<file path="config.mk">
export PLATFORM = sky130hd
export DESIGN_NAME = b2_burst_sf_mon
export DESIGN_NICKNAME = d
export VERILOG_FILES = /design/src/rtl/sf_pkg.sv /design/src/rtl/sf_cfg_regs.sv /design/src/rtl/sf_window_sum.sv /design/src/rtl/sf_decide.sv /design/src/rtl/b2_burst_sf_mon.sv
export SDC_FILE = /design/constraint.sdc
export NUM_CORES = 1
export LEC_CHECK = 0
export CELL_PAD_IN_SITES_DETAIL_PLACEMENT = 0
export CELL_PAD_IN_SITES_GLOBAL_PLACEMENT = 1
export CORE_UTILIZATION = 30
export DETAILED_ROUTE_END_ITERATION = 8
export PLACE_DENSITY = 0.63
export SYNTH_ARGS = -nofsm -noshare
export SYNTH_HDL_FRONTEND = slang
export SYNTH_HIERARCHICAL = 1
export SYNTH_SLANG_ARGS = --single-unit
export TNS_END_PERCENT = 20
</file>
<file path="constraint.sdc">
create_clock -name clk -period 6.1 [get_ports clk]
set_input_delay 1.525 -clock clk [delete_from_list [all_inputs] [get_ports clk]]
set_output_delay 1.525 -clock clk [all_outputs]
set_load 0.01 [all_outputs]
</file>
<file path="src/rtl/sf_pkg.sv">
package sf_pkg;
   localparam int REG_AW = 3;
   localparam logic [REG_AW-1:0] A_THR_LO = 3'd0;
   localparam logic [REG_AW-1:0] A_THR_HI = 3'd1;
   localparam logic [REG_AW-1:0] A_WLEN   = 3'd2;
   localparam logic [REG_AW-1:0] A_STAT   = 3'd3;
   localparam logic [REG_AW-1:0] A_ISTAT  = 3'd4;
   localparam logic [REG_AW-1:0] A_IEN    = 3'd5;
   localparam int SF_STAT_BIT = 4;
endpackage

</file>
<file path="src/rtl/sf_cfg_regs.sv">
module sf_cfg_regs
   import sf_pkg::*;
#(
   parameter int DEPTH = 64,
   parameter int LW    = 7
) (
   input  logic              clk,
   input  logic              rst_n,
   input  logic              wr,
   input  logic              rd,
   input  logic [REG_AW-1:0] addr,
   input  logic [7:0]        wdata,
   input  logic              sf_q,
   input  logic              sf_evt,
   output logic [7:0]        rdata,
   output logic [15:0]       thr,
   output logic [LW-1:0]     win_len,
   output logic              cfg_clr,
   output logic              irq
);
   logic [7:0] thr_lo, thr_hi, wlen_raw;
   logic       int_stat, int_en;
   logic       rd_istat;

   assign thr      = {thr_hi, thr_lo};
   assign rd_istat = rd && (addr == A_ISTAT);
   assign cfg_clr  = wr && (addr == A_THR_LO || addr == A_THR_HI || addr == A_WLEN);
   assign irq      = int_stat & int_en;

   always_comb begin
      if (wlen_raw == 8'd0)
         win_len = LW'(1);
      else if (int'(wlen_raw) > DEPTH)
         win_len = LW'(DEPTH);
      else
         win_len = LW'(wlen_raw);
   end

   always_ff @(posedge clk or negedge rst_n) begin
      if (!rst_n) begin
         thr_lo   <= '0;
         thr_hi   <= '0;
         wlen_raw <= 8'd1;
         int_en   <= 1'b0;
      end else if (wr) begin
         case (addr)
            A_THR_LO: thr_lo   <= wdata;
            A_THR_HI: thr_hi   <= wdata;
            A_WLEN:   wlen_raw <= wdata;
            A_IEN:    int_en   <= wdata[0];
            default: ;
         endcase
      end
   end

   always_ff @(posedge clk or negedge rst_n) begin
      if (!rst_n)
         int_stat <= 1'b0;
      else if (sf_evt)
         int_stat <= 1'b1;
      else if (rd_istat)
         int_stat <= 1'b0;
   end

   always_comb begin
      rdata = '0;
      case (addr)
         A_THR_LO: rdata = thr_lo;
         A_THR_HI: rdata = thr_hi;
         A_WLEN:   rdata = wlen_raw;
         A_STAT:   rdata[SF_STAT_BIT] = sf_q;
         A_ISTAT:  rdata[0] = int_stat;
         A_IEN:    rdata[0] = int_en;
         default:  rdata = '0;
      endcase
   end

   assert_evt_sets_flag_R7: assert property (@(posedge clk) disable iff (!rst_n)
      sf_evt |=> int_stat);
   assert_read_clears_R8: assert property (@(posedge clk) disable iff (!rst_n)
      (rd_istat && !sf_evt) |=> !int_stat);
endmodule

</file>
<file path="src/rtl/sf_window_sum.sv">
module sf_window_sum #(
   parameter int DEPTH   = 64,
   parameter int CW      = 5,
   parameter int MAX_ERR = 24,
   parameter int LW      = 7,
   parameter int SUM_W   = 11
) (
   input  logic             clk,
   input  logic             rst_n,
   input  logic             clr,
   input  logic             tick,
   input  logic [CW-1:0]    cnt_in,
   input  logic [LW-1:0]    win_len,
   output logic [SUM_W-1:0] sum_q,
   output logic [SUM_W-1:0] sum_nx
);
   localparam int PW = (DEPTH > 1) ? $clog2(DEPTH) : 1;

   logic [CW-1:0] slots [DEPTH];
   logic [PW-1:0] wp;
   logic [CW-1:0] cnt_c;
   logic [CW-1:0] oldest;

   generate
      if ((1 << CW) - 1 > MAX_ERR) begin : g_clamp
         assign cnt_c = (int'(cnt_in) > MAX_ERR) ? CW'(MAX_ERR) : cnt_in;
      end else begin : g_pass
         assign cnt_c = cnt_in;
      end
   endgenerate

   assign oldest = slots[wp];
   assign sum_nx = sum_q - SUM_W'(oldest) + SUM_W'(cnt_c);

   always_ff @(posedge clk or negedge rst_n) begin
      if (!rst_n) begin
         for (int i = 0; i < DEPTH; i++) slots[i] <= '0;
         wp    <= '0;
         sum_q <= '0;
      end else if (clr) begin
         for (int i = 0; i < DEPTH; i++) slots[i] <= '0;
         wp    <= '0;
         sum_q <= '0;
      end else if (tick) begin
         slots[wp] <= cnt_c;
         sum_q     <= sum_nx;
         wp        <= (int'(wp) == int'(win_len) - 1) ? '0 : wp + PW'(1);
      end
   end

   assert_sum_bound_R3: assert property (@(posedge clk) disable iff (!rst_n)
      32'(sum_q) <= MAX_ERR * 32'(win_len));
   assert_clr_empties_R10: assert property (@(posedge clk) disable iff (!rst_n)
      clr |=> (sum_q == '0));
endmodule

</file>
<file path="src/rtl/sf_decide.sv">
module sf_decide #(
   parameter int SUM_W = 11
) (
   input  logic             clk,
   input  logic             rst_n,
   input  logic             clr,
   input  logic             tick,
   input  logic [SUM_W-1:0] sum_nx,
   input  logic [15:0]      thr,
   output logic             sf_q,
   output logic             sf_evt
);
   logic reach;

   assign reach  = 32'(sum_nx) >= 32'(thr);
   assign sf_evt = tick && !clr && (reach != sf_q);

   always_ff @(posedge clk or negedge rst_n) begin
      if (!rst_n)
         sf_q <= 1'b0;
      else if (clr)
         sf_q <= 1'b0;
      else if (tick)
         sf_q <= reach;
   end

   assert_sf_hold_R6: assert property (@(posedge clk) disable iff (!rst_n)
      (!tick && !clr) |=> $stable(sf_q));
   assert_clr_drops_sf_R10: assert property (@(posedge clk) disable iff (!rst_n)
      clr |=> !sf_q);
endmodule

</file>
<file path="src/rtl/b2_burst_sf_mon.sv">
module b2_burst_sf_mon
   import sf_pkg::*;
#(
   parameter int DEPTH   = 64,
   parameter int CW      = 5,
   parameter int MAX_ERR = 24
) (
   input  logic        clk,
   input  logic        rst_n,
   input  logic        frame_tick,
   input  logic [4:0]  frame_errs,
   input  logic        reg_wr,
   input  logic        reg_rd,
   input  logic [2:0]  reg_addr,
   input  logic [7:0]  reg_wdata,
   output logic [7:0]  reg_rdata,
   output logic        sf_state,
   output logic        irq
);
   localparam int LW    = $clog2(DEPTH + 1);
   localparam int SUM_W = $clog2(DEPTH * MAX_ERR + 1);

   generate
      if (DEPTH < 2 || DEPTH > 255) begin : g_bad_depth
         $error("DEPTH must lie in 2..255");
      end
      if (CW != 5) begin : g_bad_cw
         $error("CW must match the 5-bit count port");
      end
      if (MAX_ERR < 1 || MAX_ERR > (1 << CW) - 1) begin : g_bad_max
         $error("MAX_ERR must fit in CW bits");
      end
   endgenerate

   logic [15:0]      thr;
   logic [LW-1:0]    win_len;
   logic             cfg_clr;
   logic             sf_evt;
   logic [SUM_W-1:0] sum_q, sum_nx;

   sf_cfg_regs #(.DEPTH(DEPTH), .LW(LW)) u_regs (
      .clk(clk), .rst_n(rst_n), .wr(reg_wr), .rd(reg_rd), .addr(reg_addr),
      .wdata(reg_wdata), .sf_q(sf_state), .sf_evt(sf_evt), .rdata(reg_rdata),
      .thr(thr), .win_len(win_len), .cfg_clr(cfg_clr), .irq(irq)
   );

   sf_window_sum #(.DEPTH(DEPTH), .CW(CW), .MAX_ERR(MAX_ERR), .LW(LW), .SUM_W(SUM_W)) u_win (
      .clk(clk), .rst_n(rst_n), .clr(cfg_clr), .tick(frame_tick),
      .cnt_in(frame_errs), .win_len(win_len), .sum_q(sum_q), .sum_nx(sum_nx)
   );

   sf_decide #(.SUM_W(SUM_W)) u_dec (
      .clk(clk), .rst_n(rst_n), .clr(cfg_clr), .tick(frame_tick),
      .sum_nx(sum_nx), .thr(thr), .sf_q(sf_state), .sf_evt(sf_evt)
   );

   assert_rise_needs_tick_R4: assert property (@(posedge clk) disable iff (!rst_n)
      $rose(sf_state) |-> $past(frame_tick));
   assert_fall_cause_R5: assert property (@(posedge clk) disable iff (!rst_n)
      $fell(sf_state) |-> ($past(frame_tick) || $past(cfg_clr)));
endmodule

</file>
---- Yosys cells after proc, flatten, opt, wreduce, memory -nomap -nowiden ----
Cells that the tools add are included.
word-level totals
  output and inout bits ................... 10
  register bits after elaboration ......... 364
  bits of input ports ..................... 21
operators by class
  $add $sub $neg .......................... 4
  equality and inequality tests ........... 7
  $lt $le $gt $ge ......................... 5
  bitwise gates (word level) .............. 2
  mux-type cells .......................... 24
  reduce and logical (&&, ||, !) cells .... 16
operator list
  operator             number
  $mux 320             2
  $bwmux 320           1
  $eq 7x32->1          1
  $bmux 5 s6           1
  $demux 5 s6          1
  $mux 11              2
  $mux 5               4
  $mux 6               3
  $pmux 3 s3           2
  $ge 11x16->1         1
  $mux 7               2
  $add 11x5->11        1
  $sub 11x5->11        1
  $gt 8x7->1 const B   1
  $logic_not 8->1      1
  $reduce_and 2->1     4
  $sub 7x1->8 const B  1
  $ge 7x7->1 const B   1
  $lt 7x1->1 const B   1
  $not 6->7            1
  $add 6x1->6 const B  1
  $eq 3x2->1 const B   2
  $eq 3x3->1 const B   2
  $gt 5x5->1 const B   1
  11 further kinds     20

---- Logic depth before layout (Yosys ltp) ----
  depth in word-level cells ............... 10
  gate-level depth with buffers ........... 25

---- Cells and area by module ----
The synthesis kept the hierarchy.
modules (own cells, without submodules)
  module         area each (sq um)  times used  seq. area each (sq um)  cells an instance
  sf_window_sum  17,798.3           1           8,433.1                 2,020
  sf_cfg_regs    1,350.0            1           651.9                   107
  sf_decide      339.1              1           25.0                    43

---- Worst setup path before layout ----
Ideal clock, no wire load.
  kind .................................... input -> register
  start point ............................. input port frame_errs[3]
  end point ............................... register u_regs.int_stat
  setup slack ............................. 677 ps
  data arrival time ....................... 5,360 ps
  cell stages on the path ................. 21
  path through ............................ nand2_1 and2_1 clkbuf_1 inv_1 clkbuf_1 ha_1 inv_1 ha_1 fa_1 a211oi_1 o21ba_2 o221ai_1 nor2_1 xnor2_1 xnor2_1 ha_1 a21oi_1 a211o_1 or4b_1 o21ai_0 a21o_1
on the way
  word-level cells in the longest chain between the ends .. 7
  elaborated cells on any way between the ends .. 8
  those cells by class .................... add/sub: 1; order compare: 2; eq/ne: 1; mux: 2; reduce/logical: 2
ends and longest elaborated chain
  what                                                RTL line               text
  start, declared                                     b2_burst_sf_mon.sv:11  input logic [4:0] frame_errs,
  $gt 5x5->1                                          sf_window_sum.sv:26    assign cnt_c = (int'(cnt_in) > MAX_ERR) ? CW'(MAX_ERR) : cnt_in;
  $mux 5 *                                            sf_window_sum.sv:26
  $add 11x5->11 *                                     sf_window_sum.sv:33    assign sum_nx = sum_q - SUM_W'(oldest) + SUM_W'(cnt_c);
  named net sum_nx[10]                                b2_burst_sf_mon.sv:39  logic [SUM_W-1:0] sum_q, sum_nx;
  $ge 11x16->1 *                                      sf_decide.sv:15        assign reach = 32'(sum_nx) >= 32'(thr);
  $ne 1x1->1 *                                        sf_decide.sv:16        assign sf_evt = tick && !clr && (reach != sf_q);
  $logic_and 1x1->1 *                                 sf_decide.sv:16
  named net sf_evt                                    b2_burst_sf_mon.sv:38  logic sf_evt;
  $mux 1 / $reduce_bool 2->1 (equally long branches)  --
  end signal, assigned                                sf_cfg_regs.sv:58      int_stat <= 1'b0;
  end signal, assigned                                sf_cfg_regs.sv:60      int_stat <= 1'b1;
  end signal, assigned                                sf_cfg_regs.sv:62      int_stat <= 1'b0;
  end, declared                                       sf_cfg_regs.sv:22      logic int_stat, int_en;
The timed path passes the listed nets; every way through them passes the cells marked *.
A chain may end at the register's enable or synchronous reset.

---- Final worst setup path ----
  start point ............................. register u_win.wp[1]
  end point ............................... register u_regs.int_stat
on the way
  word-level cells in the longest chain between the ends .. 10
  elaborated cells on any way between the ends .. 11
  those cells by class .................... add/sub: 2; order compare: 1; eq/ne: 1; mux: 4; bitwise: 1; reduce/logical: 2
ends and longest elaborated chain
  what                                                RTL line               text
  start, declared                                     sf_window_sum.sv:20    logic [PW-1:0] wp;
  start signal, assigned                              sf_window_sum.sv:47    wp <= (int'(wp) == int'(win_len) - 1) ? '0 : wp + PW'(1);
  $not 6->7 (not written as such) *                   sf_window_sum.sv:32    assign oldest = slots[wp];
  $bmux 5 s6 *                                        sf_window_sum.sv:32
  $mux 5 (not written as such) * (2 in series)        sf_window_sum.sv:32
  $sub 11x5->11 *                                     sf_window_sum.sv:33
  $add 11x5->11 *                                     sf_window_sum.sv:33
  named net sum_nx[10]                                b2_burst_sf_mon.sv:39
  $ge 11x16->1 *                                      sf_decide.sv:15
  $ne 1x1->1 *                                        sf_decide.sv:16
  $logic_and 1x1->1 *                                 sf_decide.sv:16
  named net sf_evt                                    b2_burst_sf_mon.sv:38
  $mux 1 / $reduce_bool 2->1 (equally long branches)  --
The timed path passes the listed nets; every way through them passes the cells marked *. The select of a mux whose other input is x is not followed.

==> run metrics <==
vias in the first global route 16550; die area 65980 sq um; row cnt 93; status complete, no violations; Cell Pwr Density 409.5 nW/um^2; Peak Freq 169.2 MHz; mux cell area share after synthesis 9.072%; final instance area 22360 sq um; Clock Skew 0.01109 ns; post-layout util 34.75%; iteration count of the initial detailed-routing pass 6; CP endpoint kind flip-flop; count of final setup violators 0; Die H 256.9 um; min setup slack post-route 0.1900 ns; Num CTS Buffers 44; area share of and/or/nand/nor cells after synthesis 16.46%; Mean Syn Cell Area 8.980 sq um; Synth Net Count 2220; EDFF count, synth 0; Initial Util 30.28%; Leak 9.431 nW; GRT Overall Usage 20.83%; cell count after synthesis 2170; Post-CTS Hold Buffers 0; total wire length 69160 um; register area share after synthesis 46.75%; CTS clock-pin slew for the worst setup and hold paths 0.06 ns; Via Count 16720; Slew HR 32.94%; Placement Setup Slack 0.2821 ns; GRT overflow 0; Max Slew Vio Count 0; DRT antenna net count 0; Synth Area in Adders 2.055%; Worst path slowest cell dfrtp_4; ys async rst share 100.0%; IO Pins 31; core box area 64350 sq um; Critical Path, Cell by Cell buf_12 > nor2b_1 > buf_4 > nand2_1 > o221ai_1 > o21ai_0 > o221ai_1 > or4_1 > ha_1 > inv_1 > ha_1 > fa_1 > a211oi_1 > o21ba_2 > o221ai_1 > nor2_1 > xnor2_1 > xnor2_1 > ha_1 > a21oi_1 > a211o_1 > or4b_1 > o21ai_0 > a21o_1; hold_ws 0.5107 ns; DP Wirelength 44610 um; Iteration-0 DRC Markers 1613; H-tree lvl count 2; Peak supply drop 0.2305 mV; Synth warnings 6; initial antenna violation count 0; share of cells above drive strength 1 13.90%; RSZ-0062 raised after global routing no; Synth Cell Area 19490 sq um; main combinational cell family by area after synthesis compound AO/OA/AOI/OAI gates; CTS tree built; Worst-Margin Slew 1.006 ns; Die Width 256.9 um; CP Launch Type flip-flop; prevailing post-synth register cell dfrtp_1; maximum clock insertion buffer count 3; worst-path fanout max 19; worst skew pair latency 0.57 ns; # fillers 6559; total power 9.156 mW; fin nets 2214; Synth Area in Compound Gates 19.64%; CP Class reg -> reg; Synth cell types 82; Cells after DPL 2973; Fin Setup TNS 0 ns; root buffer selected by CTS clkbuf_16; Final Hold Fails 0; Final GP Congestion 0.8950; drt drc 0; final clock period utilization by the worst path 96.88%; Worst Hold Class reg -> reg; Post-Layout Cell Count 3050; max_cap viols 0; via-per-instance ratio 5.481; placed cell areas 20970 sq um; n_diodes 0; largest net degree at the start of global routing 168; setup bufs post-CTS 0; crit path DAT 6.42 ns; xor and xnor area share after synthesis 0.7191%; flop and latch count out of synthesis 364; area grow syn2layout 14.73%; Req. time, crit path 6.61 ns; fin crit period 5.910 ns; clk sink count 364; drt wl/cell 22.68 um; first-pass GRT wire length 106300 um; PortBufs 30; crit-path max cell delay 0.55 ns
[kinds of logic (layout without fill, tap and decap cells)]
kind of cell	Yosys count	after routing
AOI/OAI and AO/OA	674	674
xor gates and xnor gates	16	16
adders and majority gates	29	29
buffers and inverters	222	247
DFF	364	364
muxes	129	129
and+or+nand+nor	736	736
[cell usage in the layout (no fill, tap or decap), drive strengths merged, types with 11 or more instances in the layout]
master	count
dfrtp	363
a21oi	357
nand2	296
nor2	272
o21ai	192
buf	111
nand3	80
mux2	60
clkbuf	60
mux2i	39
inv	32
mux4	30
a22oi	29
clkdlybuf4s50	27
ha	24
a221oi	21
nor3	16
clkinv	15
nand2b	13
and2	11
[flip-flops by register name, summed over array words and instances (netlist names)]
| signal | cells |
|---|---|
| u_regs/thr_lo | 8 |
| u_regs/int_stat | 1 |
| u_win/wp | 6 |
| u_regs/int_en | 1 |
| u_win/sum_q | 11 |
| u_regs/thr_hi | 8 |
| u_win/slots | 320 |
| u_regs/wlen_raw | 8 |
| u_dec/sf_q | 1 |
[worst max-delay path: cells and delay by family, from the launching register on]
family,cells,cell delay [ns]
AO/OA/AOI/OAI,10,1.91
AND/OR/NAND/NOR,5,1.43
adder cells (fa/ha/maj),4,1.27
flip-flops,1,0.55
buffers and inverters,3,0.45
XOR/XNOR,2,0.25
[metal layers]
layer / GRT usage, % / vias up / wire (um) / share of wire (%)
met5: 0 / - / 0 / 0
met4: 5.936 / 0 / 1791 / 2.6
met3: 4.019 / 105 / 4149 / 6.0
met2: 33.00 / 513 / 31960 / 46
met1: 28.81 / 8503 / 31260 / 45
li1: - / 7595 / - / -
[path summary, 6_finish.rpt]
kind	startpoint	to	slack [ns]	cells after the start
setup / recovery	u_win/wp[1]	u_regs/int_stat	0.19	24
hold / removal	u_win/slots[216]	u_win/slots[216]	0.51	2
setup reg to reg	u_win/wp[1]	u_regs/int_stat	0.19	24
hold reg to reg	u_win/slots[216]	u_win/slots[216]	0.51	2
max in group asynchronous	rst_n	u_win/slots[154]	3.83	2
min in group asynchronous	rst_n	u_win/slots[64]	0.91	1
[synth_stat cells, types with 6 or more instances]
cell type | count | share of area, %
clkbuf_1 | 123 | 2.4
buf_2 | 43 | 1.1
nand2_1 | 296 | 5.7
and2_1 | 11 | 0.35
nand2b_1 | 12 | 0.39
o22ai_1 | 10 | 0.32
a221o_1 | 8 | 0.41
nor2b_1 | 9 | 0.29
o211ai_1 | 6 | 0.23
xor2_1 | 8 | 0.36
a22o_1 | 10 | 0.45
inv_1 | 29 | 0.56
a221oi_1 | 17 | 0.76
nor2_1 | 271 | 5.2
xnor2_1 | 8 | 0.36
mux2i_1 | 39 | 2.0
ha_1 | 24 | 1.5
o21ai_0 | 190 | 4.9
nor3_1 | 11 | 0.28
a22oi_1 | 28 | 1.1
nand3b_1 | 6 | 0.23
dfrtp_1 | 363 | 47
mux4_2 | 25 | 2.9
mux2_2 | 58 | 3.4
buf_6 | 10 | 0.58
nand3_1 | 80 | 2.1
buf_4 | 7 | 0.27
a21oi_1 | 357 | 9.2
[area by class of cell]
type	instances	area, sq um	area share [%]
sequential	364	9121	40.80
timing repair buffer	138	1256	5.619
clock inverter	17	135.1	0.6044
multi-input combinational	1584	9400	42.04
tap	855	1070	4.785
inverter	32	122.6	0.5484
clock buffer	60	1252	5.602
[repair_timing]
action	4_1_cts	5_1_grt
setup endpoints to repair	0	1
endpoints found under the hold margin	0	0
resized for setup	0	1
[where the power goes]
| group | internal (mW) | total [mW] | switching [mW] |
|---|---|---|---|
| Clock | 1.51 | 2.58 | 1.07 |
| Sequential | 2.70 | 2.94 | 0.241 |
| Combinational | 1.45 | 3.64 | 2.19 |
Power figures use the tool's default switching activity.
